`src/rtl/cond_eval_pkg.sv`:
```
package cond_eval_pkg;

   // Base tests chosen by the low selector bits; the order is decoded behaviour.
   typedef enum logic [3:0] {
      CT_ALWAYS       = 4'd0,
      CT_XCARRY       = 4'd1,
      CT_XZERO        = 4'd2,
      CT_XZERO_GATE   = 4'd3,
      CT_RSV0         = 4'd4,
      CT_RSV1         = 4'd5,
      CT_RSV2         = 4'd6,
      CT_RSV3         = 4'd7,
      CT_OVF          = 4'd8,
      CT_CARRY        = 4'd9,
      CT_ZERO         = 4'd10,
      CT_BELOW_EQ     = 4'd11,
      CT_SIGN         = 4'd12,
      CT_PARITY       = 4'd13,
      CT_LESS         = 4'd14,
      CT_LESS_EQ      = 4'd15
   } cc_test_e;

   typedef struct packed {
      logic carry;
      logic parity;
      logic zero;
      logic sign;
      logic ovf;
      logic xcarry;
      logic xzero;
   } cc_flags_t;

   localparam int CC_NUM_FLAGS = 7;

   // True when all flag positions are inside the word and no two coincide.
   function automatic bit cc_pos_ok(input int w, input int p0, input int p1,
                                    input int p2, input int p3, input int p4,
                                    input int p5, input int p6);
      int p [CC_NUM_FLAGS];
      p = '{p0, p1, p2, p3, p4, p5, p6};
      for (int i = 0; i < CC_NUM_FLAGS; i++) begin
         if (p[i] < 0 || p[i] >= w) return 1'b0;
         for (int j = 0; j < i; j++) begin
            if (p[i] == p[j]) return 1'b0;
         end
      end
      return 1'b1;
   endfunction

endpackage

```
`src/rtl/cond_flag_pick.sv`:
```
module cond_flag_pick
   import cond_eval_pkg::*;
#(
   parameter int FLAG_W      = 32,
   parameter int CARRY_POS   = 0,
   parameter int PARITY_POS  = 2,
   parameter int ZERO_POS    = 6,
   parameter int SIGN_POS    = 7,
   parameter int OVF_POS     = 11,
   parameter int XCARRY_POS  = 16,
   parameter int XZERO_POS   = 17
) (
   input  logic [FLAG_W-1:0] flags_in,
   output cc_flags_t         picked
);

   localparam logic [FLAG_W-1:0] ONE = {{(FLAG_W-1){1'b0}}, 1'b1};
   localparam int POS [CC_NUM_FLAGS] = '{CARRY_POS, PARITY_POS, ZERO_POS,
                                         SIGN_POS, OVF_POS, XCARRY_POS,
                                         XZERO_POS};

   generate
      if (FLAG_W < CC_NUM_FLAGS || FLAG_W > 64) begin : g_bad_width
         $error("cond_flag_pick: FLAG_W out of range");
      end
      if (!cc_pos_ok(FLAG_W, CARRY_POS, PARITY_POS, ZERO_POS, SIGN_POS,
                     OVF_POS, XCARRY_POS, XZERO_POS)) begin : g_bad_pos
         $error("cond_flag_pick: flag positions overlap or exceed FLAG_W");
      end
   endgenerate

   // One-hot mask per flag, reduced after masking: every word bit feeds logic.
   logic [CC_NUM_FLAGS-1:0] hit;

   generate
      for (genvar k = 0; k < CC_NUM_FLAGS; k++) begin : g_pick
         localparam logic [FLAG_W-1:0] MASK = ONE << POS[k];
         assign hit[k] = |(flags_in & MASK);
      end
   endgenerate

   assign picked.carry  = hit[0];
   assign picked.parity = hit[1];
   assign picked.zero   = hit[2];
   assign picked.sign   = hit[3];
   assign picked.ovf    = hit[4];
   assign picked.xcarry = hit[5];
   assign picked.xzero  = hit[6];

endmodule

```
`src/rtl/cond_base_mux.sv`:
```
module cond_base_mux
   import cond_eval_pkg::*;
#(
   parameter int BASE_W = 4
) (
   input  logic [BASE_W-1:0] base_sel,
   input  cc_flags_t         flg,
   output logic              base_true,
   output logic              reserved
);

   generate
      if (BASE_W != $bits(cc_test_e)) begin : g_bad_base
         $error("cond_base_mux: BASE_W must match the test encoding");
      end
   endgenerate

   cc_test_e sel_e;
   assign sel_e = cc_test_e'(base_sel);

   always_comb begin
      base_true = 1'b0;
      reserved  = 1'b0;
      case (sel_e)
         CT_ALWAYS:     base_true = 1'b1;
         CT_XCARRY:     base_true = flg.xcarry;
         CT_XZERO:      base_true = flg.xzero;
         CT_XZERO_GATE: base_true = !(!flg.xzero && flg.zero);
         CT_RSV0, CT_RSV1, CT_RSV2, CT_RSV3: reserved = 1'b1;
         CT_OVF:        base_true = flg.ovf;
         CT_CARRY:      base_true = flg.carry;
         CT_ZERO:       base_true = flg.zero;
         CT_BELOW_EQ:   base_true = flg.carry | flg.zero;
         CT_SIGN:       base_true = flg.sign;
         CT_PARITY:     base_true = flg.parity;
         CT_LESS:       base_true = flg.sign ^ flg.ovf;
         CT_LESS_EQ:    base_true = (flg.sign ^ flg.ovf) | flg.zero;
         default: begin
            base_true = 1'b0;
            reserved  = 1'b1;
         end
      endcase
   end

endmodule

```
`src/rtl/cond_polarity.sv`:
```
module cond_polarity #(
   parameter bit OUT_REG = 1'b1
) (
   input  logic clk,
   input  logic rst_n,
   input  logic base_true,
   input  logic reserved,
   input  logic invert,
   output logic cond_true,
   output logic illegal_cond
);

   logic next_true;
   assign next_true = reserved ? 1'b0 : (base_true ^ invert);

   generate
      if (OUT_REG) begin : g_reg
         always_ff @(posedge clk or negedge rst_n) begin
            if (!rst_n) begin
               cond_true    <= 1'b0;
               illegal_cond <= 1'b0;
            end else begin
               cond_true    <= next_true;
               illegal_cond <= reserved;
            end
         end
      end else begin : g_comb
         assign cond_true    = next_true;
         assign illegal_cond = reserved;
      end
   endgenerate

endmodule

```
`src/rtl/cond_eval.sv`:
```
module cond_eval
   import cond_eval_pkg::*;
#(
   parameter int FLAG_W      = 32,
   parameter bit OUT_REG     = 1'b1,
   parameter int CARRY_POS   = 0,
   parameter int PARITY_POS  = 2,
   parameter int ZERO_POS    = 6,
   parameter int SIGN_POS    = 7,
   parameter int OVF_POS     = 11,
   parameter int XCARRY_POS  = 16,
   parameter int XZERO_POS   = 17
) (
   input  logic              clk,
   input  logic              rst_n,
   input  logic [4:0]        cond_sel,
   input  logic [FLAG_W-1:0] flags_in,
   output logic              cond_true,
   output logic              illegal_cond
);

   localparam int SEL_W  = 5;
   localparam int BASE_W = SEL_W - 1;

   cc_flags_t flg;
   logic      base_true;
   logic      reserved;

   cond_flag_pick #(
      .FLAG_W     (FLAG_W),
      .CARRY_POS  (CARRY_POS),
      .PARITY_POS (PARITY_POS),
      .ZERO_POS   (ZERO_POS),
      .SIGN_POS   (SIGN_POS),
      .OVF_POS    (OVF_POS),
      .XCARRY_POS (XCARRY_POS),
      .XZERO_POS  (XZERO_POS)
   ) u_pick (
      .flags_in (flags_in),
      .picked   (flg)
   );

   cond_base_mux #(
      .BASE_W (BASE_W)
   ) u_mux (
      .base_sel  (cond_sel[BASE_W-1:0]),
      .flg       (flg),
      .base_true (base_true),
      .reserved  (reserved)
   );

   cond_polarity #(
      .OUT_REG (OUT_REG)
   ) u_pol (
      .clk          (clk),
      .rst_n        (rst_n),
      .base_true    (base_true),
      .reserved     (reserved),
      .invert       (cond_sel[SEL_W-1]),
      .cond_true    (cond_true),
      .illegal_cond (illegal_cond)
   );

endmodule

```
`config.mk`:
```
export PLATFORM = sky130hd
export DESIGN_NAME = cond_eval
export DESIGN_NICKNAME = d
export VERILOG_FILES = /design/src/rtl/cond_eval_pkg.sv /design/src/rtl/cond_flag_pick.sv /design/src/rtl/cond_base_mux.sv /design/src/rtl/cond_polarity.sv /design/src/rtl/cond_eval.sv
export SDC_FILE = /design/constraint.sdc
export NUM_CORES = 1
export LEC_CHECK = 0
export BUFFER_PORTS_ARGS = -buffer_cell sky130_fd_sc_hd__buf_2
export CORE_AREA = 5 5 42 44
export CTS_BUF_LIST = sky130_fd_sc_hd__clkbuf_4 sky130_fd_sc_hd__clkbuf_8
export CTS_CLUSTER_SIZE = 28
export DETAILED_ROUTE_END_ITERATION = 7
export DIE_AREA = 0 0 47 49
export MAX_ROUTING_LAYER = met4
export PLACE_DENSITY = 0.7
export SYNTH_ARGS = -nofsm -noshare
export SYNTH_HDL_FRONTEND = slang
export SYNTH_HIERARCHICAL = 1
export SYNTH_SLANG_ARGS = --single-unit
```
`constraint.sdc`:
```
create_clock -name clk -period 1 [get_ports clk]
set_clock_uncertainty 0.05 [all_clocks]
set_input_delay 0.15 -clock clk [delete_from_list [all_inputs] [get_ports clk]]
set_output_delay 0.15 -clock clk [all_outputs]
set_load 0.03 [all_outputs]
```
* Word level (Yosys, flattened, before mapping) *
Cells that the tools add are included.

word-level totals
  register bits after elaboration = 2
  input bits = 39
  output and inout port bits = 2
  logic and storage cells = 29

operators by class
  equality and inequality tests = 15
  muxes and demuxes = 3
  bitwise logic cells = 4
  reductions and logical operators = 5

operator list
  kind                                                             number
  4-bit == test, second input constant                             8
  4-bit by 3-bit == test with 1-bit output, second input constant  4
  1-bit case mux with 12 select lines                              1
  4-bit by 2-bit == test with 1-bit output, second input constant  2
  4-bit by 1-bit == test with 1-bit output, second input constant  1
  4-bit logical NOT                                                1
  4-bit OR reduction                                               1
  1-bit logical NOT                                                2
  1-bit two-way mux                                                2
  1-bit bitwise OR                                                 2
  1-bit bitwise XOR                                                2
  1-bit logical AND                                                1

* Logic depth before layout (Yosys ltp) *
Gate-level depths: netlist of the first run.

  depth in word-level cells = 6
  mapped depth = 7
  gate-level depth less buffers = 6

* Cells and area by module *
The synthesis of the first run kept the hierarchy.

by module, submodules not included
  module          times used  cells an instance  area an instance (um^2)  sequential area each (um^2)
  cond_base_mux   1           18                 141.4                    0.0
  cond_polarity   1           4                  62.6                     50.0
  cond_flag_pick  1           7                  52.6                     0.0

* Worst setup path before layout of the first run *
No wires, ideal clock.

  path kind = input -> register
  start = input port cond_sel[1]
  end = register u_pol.cond_true
  library setup time = 120 ps
  data arrival time = 987 ps
  data required time = 830 ps
  slack = -157 ps
  stages on the path = 6
  buffers on the path = 1
  cells stage by stage = buf_6 mux2_4 a221oi_2 a21oi_1 xnor2_1 nor2_1

between the ends
  cells in the longest elaborated chain, start to end = 4
  elaborated cells between the ends (all ways) = 21
  classes of those cells = eq/ne (15); mux (3); bitwise (1); reduce/logical (2)

RTL lines
  what                                   line                 source
  from (decl)                            cond_eval.sv:16      input logic [4:0] cond_sel,
  4-bit == test (tied with other cells)  cond_base_mux.sv:24  case (sel_e)
  1-bit case mux with 12 select lines *  cond_base_mux.sv:24
  via base_true                          cond_eval.sv:26      logic base_true;
  1-bit bitwise XOR *                    cond_polarity.sv:14  assign next_true = reserved ? 1'b0 : (base_true ^ invert);
  1-bit two-way mux *                    cond_polarity.sv:14
  via u_pol.next_true                    cond_polarity.sv:13  logic next_true;
  to (signal assigned)                   cond_polarity.sv:23  cond_true <= next_true;
  to (decl)                              cond_polarity.sv:9   output logic cond_true,

The timed path passes the listed nets; every way through them passes the cells marked *.

* Final worst setup path of the first run *
Same ends and word-level chain as after synthesis.

==> impl_metrics.py, run 1 <==
metrics = {
    "sta": {
        "setup_violations": 0,
        "max_slew_margin_pct": 85.5,
        "tightest_slew_ps": 218,
        "hold_viol": 0,
        "fmax_mhz": 1020,
        "slew_violations": 0,
        "period_minus_slack_ps": 983,
        "period_share_pct": 98.3,
        "rsz0062_at_grt": "yes",
        "whs_ps": 149,
    },
    "logic_synthesis": {
        "synth_seq_cells": 2,
        "syn-instance-count": 29,
        "yosysMostFrequentCell": "buf_4",
        "synth_top_area_share_pct": 20.5,
        "yosys_warnings": 6,
        "netlist_area_um2": 256,
        "yosys-top-cells-count": "buf_4 (7), nor2b_1 (3)",
        "synth-main-ff-cell": "dfrtp_1",
        "yosysSeqAreaShare_pct": 19.5,
        "yosys-top-cells-area": "buf_4 (20%), dfrtp_1 (20%), nor2b_1 (7.3%)",
        "synth_cell_types": 17,
        "postSynthAreaPerCell_um2": 8.84,
        "synth_edf_count": 0,
        "synth_largest_area_cell": "buf_4",
        "synth_nets": 68,
        "async_flop_share_pct": 100,
    },
    "setup_path": {
        "path_cells": "buf_12, mux2_4, a221oi_2, a21oi_2, xnor2_1, nor2_1",
        "worst-path-stages": 6,
        "startpoint_type": "input port",
        "critPathBufInv": 1,
        "end_kind": "register",
        "crit_required_ps": 1050,
        "critPathKind": "input port to register",
        "slowest_stage": "mux2_4",
        "cp_max_fo": 6,
        "critical-path-top-delay-family": "multiplexers",
        "cp_slowest_stage_delay_ps": 300,
        "cp_data_arrival_time_ps": 1030,
    },
    "floorplanning": {
        "die-area_um2": 2300,
        "ios": 41,
        "coreArea_um2": 1400,
        "die_y_um": 49,
        "num_rows": 14,
        "die_w_um": 47,
        "start_util_pct": 18.3,
    },
    "route": {
        "drc": 0,
        "antenna_left": 0,
        "drt-initial-drc-count": 4,
        "vias": 253,
        "avgViaCountPerCell": 4.22,
        "drt-wirelength-per-cell_um": 10.4,
        "wirelength_um": 625,
        "firstDrtPassIters": 3,
    },
    "finish": {
        "final_core_util_pct": 27.5,
        "final_area_um2": 385,
        "antennaDiodeCount": 0,
        "final-seq-area_um2": 50.0,
        "drive_above_1_share_pct": 61.4,
        "syn_to_final_growth_pct": 50.2,
        "multi_input_area_um2": 156,
        "fin_nets": 85,
        "n_fill_cell": 155,
    },
    "global_routing": {
        "grt_pass1_wl_um": 883,
        "grt_usage_pct": 5.33,
        "first_global_vias": 249,
        "grt_max_degree": 7,
        "grt_use_met2_pct": 5.88,
        "overflow": 0,
        "busiest_layer": "met1",
        "antenna_found_initial": 0,
        "grt_util_met1_pct": 7.41,
        "gr-usage-met3_pct": 1.85,
    },
    "clock_tree": {
        "root_buffer": "clkbuf_4",
        "cts_buffers": 3,
        "htree_levels": 1,
        "cts.path.max_buffers": 2,
        "cts_tree": "built",
        "cts_num_sinks": 2,
        "path_clk_slew_ps": 30,
    },
    "status": {
        "status": "finished clean",
    },
    "min_path": {
        "hold_path_depth": 3,
        "hold_class": "input port to register",
    },
    "flow_run": {
        "drv_cap": 0,
    },
    "place": {
        "portBuffers": 15,
        "placed_area_um2": 318,
        "gp_congestion": 0.769,
    },
    "power": {
        "p_leak_nw": 0.186,
        "powerDensity_nw_per_um2": 1060,
        "ir_drop_v": 0.000170,
    },
}
-- metrics by stage --
step / setup slack (ps) / setup TNS (ps) / std cells / total power, mW
floorplan: -157 / -157 / 29 / 0.182
global placement: -246 / -246 / 56 / 0.216
detailed placement: -269 / -269 / 56 / 0.217
CTS: -6.23 / -6.23 / 60 / 0.403
global route: -30.5 / -30.5 / 60 / 0.428
finish: 16.6 / 0 / 60 / 0.407
-- worst paths after layout --
check,from,to
worst max-delay path,cond_sel[1],u_pol/cond_true
worst min-delay path,cond_sel[4],u_pol/cond_true
max in group asynchronous,rst_n,u_pol/illegal_cond
min in group asynchronous,rst_n,u_pol/cond_true
-- cell usage in the layout, fill, tap and decap left out --
cell type / instances
dfrtp_1: 2
nor2_1: 2
dlygate4sd3_1: 1
o21ai_2: 1
a221oi_2: 1
a21oi_2: 1
xnor2_1: 1
nor3b_4: 1
mux2i_1: 1
buf_6: 1
nand2_1: 1
nand3b_1: 1
buf_4: 4
o21ai_0: 1
a21oi_1: 1
buf_2: 13
nand2b_1: 1
clkbuf_4: 3
nor2b_1: 3
buf_12: 1
a21o_1: 1
mux2_4: 1
a221o_1: 1
-- sequential cells by signal (all words and copies together), names as in the netlist --
signal,flops
u_pol/cond_true,1
u_pol/illegal_cond,1
-- repair_timing --
| item | 4_1_cts | 5_1_grt |
|---|---|---|
| setup buffers | 0 | 0 |
| pin swaps | 7 | 5 |
| hold buffers | 1 | 0 |
| hold endpoints to repair | 2 | 0 |
| resized for setup | 5 | 6 |
| setup endpoints to repair | 1 | 1 |
| gates cloned | 0 | 0 |
-- area by class of cell --
| type | instances | area share [%] |
|---|---|---|
| Multi-Input combinational cell | 19 | 40.6 |
| Tap cell | 16 | 5.19 |
| Clock buffer | 3 | 5.84 |
| Timing Repair Buffer | 20 | 35.4 |
| Sequential cell | 2 | 13.0 |
-- tightest hold or removal path, stage by stage --
cell and delay, ps:
buf_2 90, xnor2_1 60, nor2_1 70
-- metal layers --
layer	vias to the layer above	wire length [um]
met5	-	0
met4	0	0
met3	0	102
met2	14	226
met1	113	296
li1	126	-
-- power breakdown --
group	total [mW]	internal, mW	switching [mW]
Sequential	0.0912	0.0896	0.00159
Clock	0.170	0.132	0.0381
Combinational	0.146	0.0787	0.0675
Total	0.407	0.300	0.107
-- cell families (layout without fill, tap and decap cells) --
family | after synthesis | after routing | share of synthesized area, %
AOI/OAI and AO/OA | 7 | 7 | 20.5
xor gates and xnor gates | 1 | 1 | 3.42
buffers and inverters | 8 | 23 | 24.9
DFF | 2 | 2 | 19.5
muxes | 2 | 2 | 9.75
and+or+nand+nor | 9 | 9 | 22.0
No activity file was read; power rests on OpenSTA's default activity.
==> run 2, diff against run 1 <==
PLACE_DENSITY = 0.67   (was 0.7)
SETUP_SLACK_MARGIN = 0.4   (was unset)
==> run 2 against run 1 <==
Compared with the run above: the flow now finishes with violations (setup timing); combinational power up 4%; sequential share of layout area up 0.070 points; routed wire length down 3.0%; critical path type unchanged; largest cell class unchanged.
==> impl_metrics.py, run 2 (synthesis results as in run 1) <==
metrics = {
    "clock_tree": {
        "root_buffer": "clkbuf_4",
        "cts_num_sinks": 2,
        "cts.path.max_buffers": 2,
        "postCtsSetupBuffers": 0,
        "cts_buffers": 3,
        "cts_tree": "built",
        "htree_levels": 1,
        "path_clk_slew_ps": 40,
    },
    "finish": {
        "antennaDiodeCount": 0,
        "final-seq-area_um2": 51.3,
        "final_core_util_pct": 28.0,
        "drive_above_1_share_pct": 63.6,
        "syn_to_final_growth_pct": 53.2,
        "reg_top3": "u_pol/cond_true x1, u_pol/illegal_cond x1",
        "instances_no_fill": 60,
        "final_common_cell": "buf_2",
        "multi_input_area_um2": 161,
        "fin_nets": 84,
        "final_cell_mix": "buf_2 (12), clkbuf_4 (4), nor2b_1 (3), buf_4 (3)",
        "n_fill_cell": 161,
    },
    "floorplanning": {
        "start_util_pct": 18.3,
        "coreArea_um2": 1400,
        "die_w_um": 47,
        "ios": 41,
        "die-area_um2": 2300,
        "die_y_um": 49,
        "num_rows": 14,
    },
    "power": {
        "power.total_mw": 0.468,
        "powerDensity_nw_per_um2": 1190,
        "p_leak_nw": 0.181,
        "ir_drop_v": 0.000164,
    },
    "setup_path": {
        "critical-path-top-delay-family": "compound AO/OA/AOI/OAI gates",
        "critPathBufInv": 2,
        "crit_required_ps": 1050,
        "end_kind": "register",
        "startpoint_type": "input port",
        "critPathKind": "input port to register",
        "cp_max_fo": 6,
        "cp_data_arrival_time_ps": 1070,
        "path_cells": "buf_8, buf_4, mux2i_2, a221oi_4, a21oi_2, xnor2_1, nor2_1",
        "slowest_stage": "a221oi_4",
        "cp_slowest_stage_delay_ps": 290,
    },
    "sta": {
        "fmax_mhz": 973,
        "hold_viol": 0,
        "period_share_pct": 103,
        "setup_violations": 1,
        "tns_ps": -28.0,
        "tightest_slew_ps": 209,
        "rsz0062_at_grt": "yes",
        "period_minus_slack_ps": 1030,
        "max_slew_margin_pct": 85.8,
        "slew_violations": 0,
        "setup_slack_ps": -28.0,
    },
    "global_routing": {
        "grt_pass1_wl_um": 910,
        "overflow": 0,
        "first_global_vias": 245,
        "antenna_found_initial": 0,
        "grt_usage_pct": 5.55,
        "grt_max_degree": 7,
    },
    "route": {
        "drc": 0,
        "vias": 239,
        "avgViaCountPerCell": 3.98,
        "drt-initial-drc-count": 6,
        "firstDrtPassIters": 4,
        "antenna_left": 0,
        "drt-wirelength-per-cell_um": 10.1,
        "wirelength_um": 606,
    },
    "place": {
        "portBuffers": 15,
        "gp_congestion": 0.736,
        "post-place-cells": 55,
        "hpwl_um": 517,
    },
    "min_path": {
        "hold_path_depth": 2,
        "min_to": "u_pol/illegal_cond",
        "min-delay-start": "cond_sel[3]",
        "hold_class": "input port to register",
    },
    "flow_run": {
        "drv_cap": 0,
    },
    "status": {
        "status": "finished with violations",
        "violations": "setup timing",
    },
}
run 2: per-layer routing:
metal	part of all wire [%]	wire [um]	vias to the layer above	track usage (%)
li1	-	-	123	-
met1	43	258	99	7.64
met2	38	230	17	6.33
met3	19	117	0	1.85
met4	0	0	0	4.15
met5	0	0	-	-
run 2: stage by stage:
step / setup slack [ps] / hold slack (ps) / cell area, um2
floorplan: -157 / -196 / 258
global placement: -252 / -116 / 312
detailed placement: -279 / -113 / 312
CTS: -18.4 / 85.1 / 374
global route: -88.9 / 96.6 / 393
finish: -28.0 / 88.9 / 393
run 2: where the power goes:
group          switching, mW  internal (mW)
sequential           0.00368         0.0900
clock                 0.0473          0.175
combinational         0.0685         0.0832
run 2: final cells by class:
type                    instances  area share (%)
multi-input cells              19            41.1
repair buffers                 19            33.1
flip-flops and latches          2            13.1
clock buffers                   4            7.64
well taps                      16            5.10
run 2: how the worst max path moves through the flow:
stage,from,to,slack (ps),depth (start not counted)
2_1_floorplan,cond_sel[1],u_pol/cond_true,-160,6
3_3_place_gp,cond_sel[1],u_pol/cond_true,-250,6
3_5_place_dp,cond_sel[1],u_pol/cond_true,-280,6
4_1_cts,cond_sel[1],u_pol/cond_true,-20,6
5_1_grt,cond_sel[1],u_pol/cond_true,-90,7
6_report,cond_sel[1],u_pol/cond_true,-30,7
run 2: what timing repair did:
action,4_1_cts,5_1_grt
resized for setup,8,3
setup endpoints to repair,3,3
hold endpoints to repair,2,0
hold buffers,1,0
pin swaps,4,3
==> run 3, diff against run 2 <==
clock period = 1.2 ns   (was 1 ns; I/O delays follow)
==> run 3 against run 2 <==
Compared with the run above: the run now ends clean; critical path depth unchanged; flip-flop and latch count unchanged; via count is 0.42% lower; combinational power down 13%; power is 24% lower; worst hold slack better by 31 ps; sequential power fell by 17%; global-route usage hardly changed; clock power is 34% lower; design area grew 0.32%; cell count down 3.3%; critical endpoint unchanged; largest cell class unchanged.
==> impl_metrics.py, run 3 (synthesis results as in run 1) <==
metrics = {
    "place": {
        "hpwl_um": 520,
        "pre_cts_ws_ps": -128,
        "gp_congestion": 0.665,
        "placed_area_um2": 303,
        "post-place-cells": 54,
        "portBuffers": 15,
    },
    "min_path": {
        "hold_class": "input port to register",
        "hold_path_depth": 2,
    },
    "global_routing": {
        "antenna_found_initial": 0,
        "grt_pass1_wl_um": 869,
        "grt_max_degree": 7,
        "grt_usage_pct": 5.55,
        "overflow": 0,
        "first_global_vias": 239,
    },
    "setup_path": {
        "cp_data_arrival_time_ps": 1130,
        "startpoint_type": "input port",
        "critPathKind": "input port to register",
        "crit_required_ps": 1250,
        "end_kind": "register",
        "cp_max_fo": 6,
    },
    "sta": {
        "slew_violations": 0,
        "period_share_pct": 89.8,
        "rsz0062_at_grt": "yes",
        "setup_slack_ps": 123,
        "tns_ps": 0,
        "max_slew_margin_pct": 85.0,
        "whs_ps": 119,
        "setup_violations": 0,
        "tightest_slew_ps": 226,
        "fmax_mhz": 928,
        "period_minus_slack_ps": 1080,
        "hold_viol": 0,
    },
    "clock_tree": {
        "root_buffer": "clkbuf_4",
        "cts_buffers": 3,
        "cts_num_sinks": 2,
        "htree_levels": 1,
        "cts_tree": "built",
        "path_clk_slew_ps": 30,
        "postCtsSetupBuffers": 0,
        "cts.path.max_buffers": 2,
    },
    "route": {
        "routed.top_layer": "met3",
        "drc": 0,
        "avgViaCountPerCell": 4.10,
        "wl_met3_um": 85,
        "drt-wirelength-per-cell_um": 11.1,
        "firstDrtPassIters": 1,
        "vias": 238,
        "wl_met2_um": 317,
        "antenna_left": 0,
        "wirelength_um": 642,
        "wl_met1_um": 239,
        "drt-initial-drc-count": 0,
    },
    "finish": {
        "syn_to_final_growth_pct": 53.7,
        "antennaDiodeCount": 0,
        "reg_top3": "u_pol/cond_true x1, u_pol/illegal_cond x1",
        "final_area_um2": 394,
        "fin_nets": 83,
        "final_core_util_pct": 28.1,
        "drive_above_1_share_pct": 59.5,
        "instances_no_fill": 58,
        "final_cell_mix": "buf_2 (12), clkbuf_4 (3), buf_6 (3), nor2b_1 (3)",
        "final_common_cell": "buf_2",
    },
    "power": {
        "p_leak_nw": 0.177,
        "powerDensity_nw_per_um2": 905,
        "power.total_mw": 0.357,
        "ir_drop_v": 0.000157,
    },
    "floorplanning": {
        "num_rows": 14,
        "coreArea_um2": 1400,
        "die_y_um": 49,
        "start_util_pct": 18.3,
        "die_w_um": 47,
        "die-area_um2": 2300,
        "ios": 41,
    },
    "flow_run": {
        "drv_cap": 0,
    },
    "status": {
        "status": "finished clean",
    },
}
[run 3: changes by cell type in the layout (fill, tap and decap cells not counted), sizes merged]
cell | previous run | this run
clkbuf | 4 | 3
buf | 18 | 17
[run 3: power by group]
part,switching (mW),internal [mW]
Sequential,0.00284,0.0748
Clock,0.0369,0.110
Combinational,0.0594,0.0725
[run 3: critical path, stage by stage]
cell      delay [ps]
buf_12           110
buf_6            110
mux2i_4          180
a221oi_4         300
a21oi_2           60
xnor2_1          130
nor2_1            50
[run 3: repair_timing]
action	in CTS	in global routing
setup endpoints to repair	3	3
resized for setup	8	6
hold buffers	1	0
pin swaps	3	3
hold endpoints to repair	2	0
[run 3: final cells by class]
type	instances	area [um2]
clock buffer	3	22.5
fill	167	1010
multi-input combinational	19	170
sequential	2	50.0
tap	16	20.0
timing repair buffer	18	131
[run 3: routing by layer]
| metal | up-vias | GRT usage (%) |
|---|---|---|
| met5 | - | - |
| met1 | 105 | 6.35 |
| li1 | 120 | - |
| met4 | 0 | 5.53 |
| met2 | 13 | 7.01 |
| met3 | 0 | 1.85 |
[run 3: worst paths after layout]
check,startpoint,end,slack (ps)
setup / recovery,cond_sel[1],u_pol/cond_true,120
min in group asynchronous,rst_n,u_pol/illegal_cond,220
max in group asynchronous,rst_n,u_pol/cond_true,780
hold / removal,cond_sel[3],u_pol/illegal_cond,120
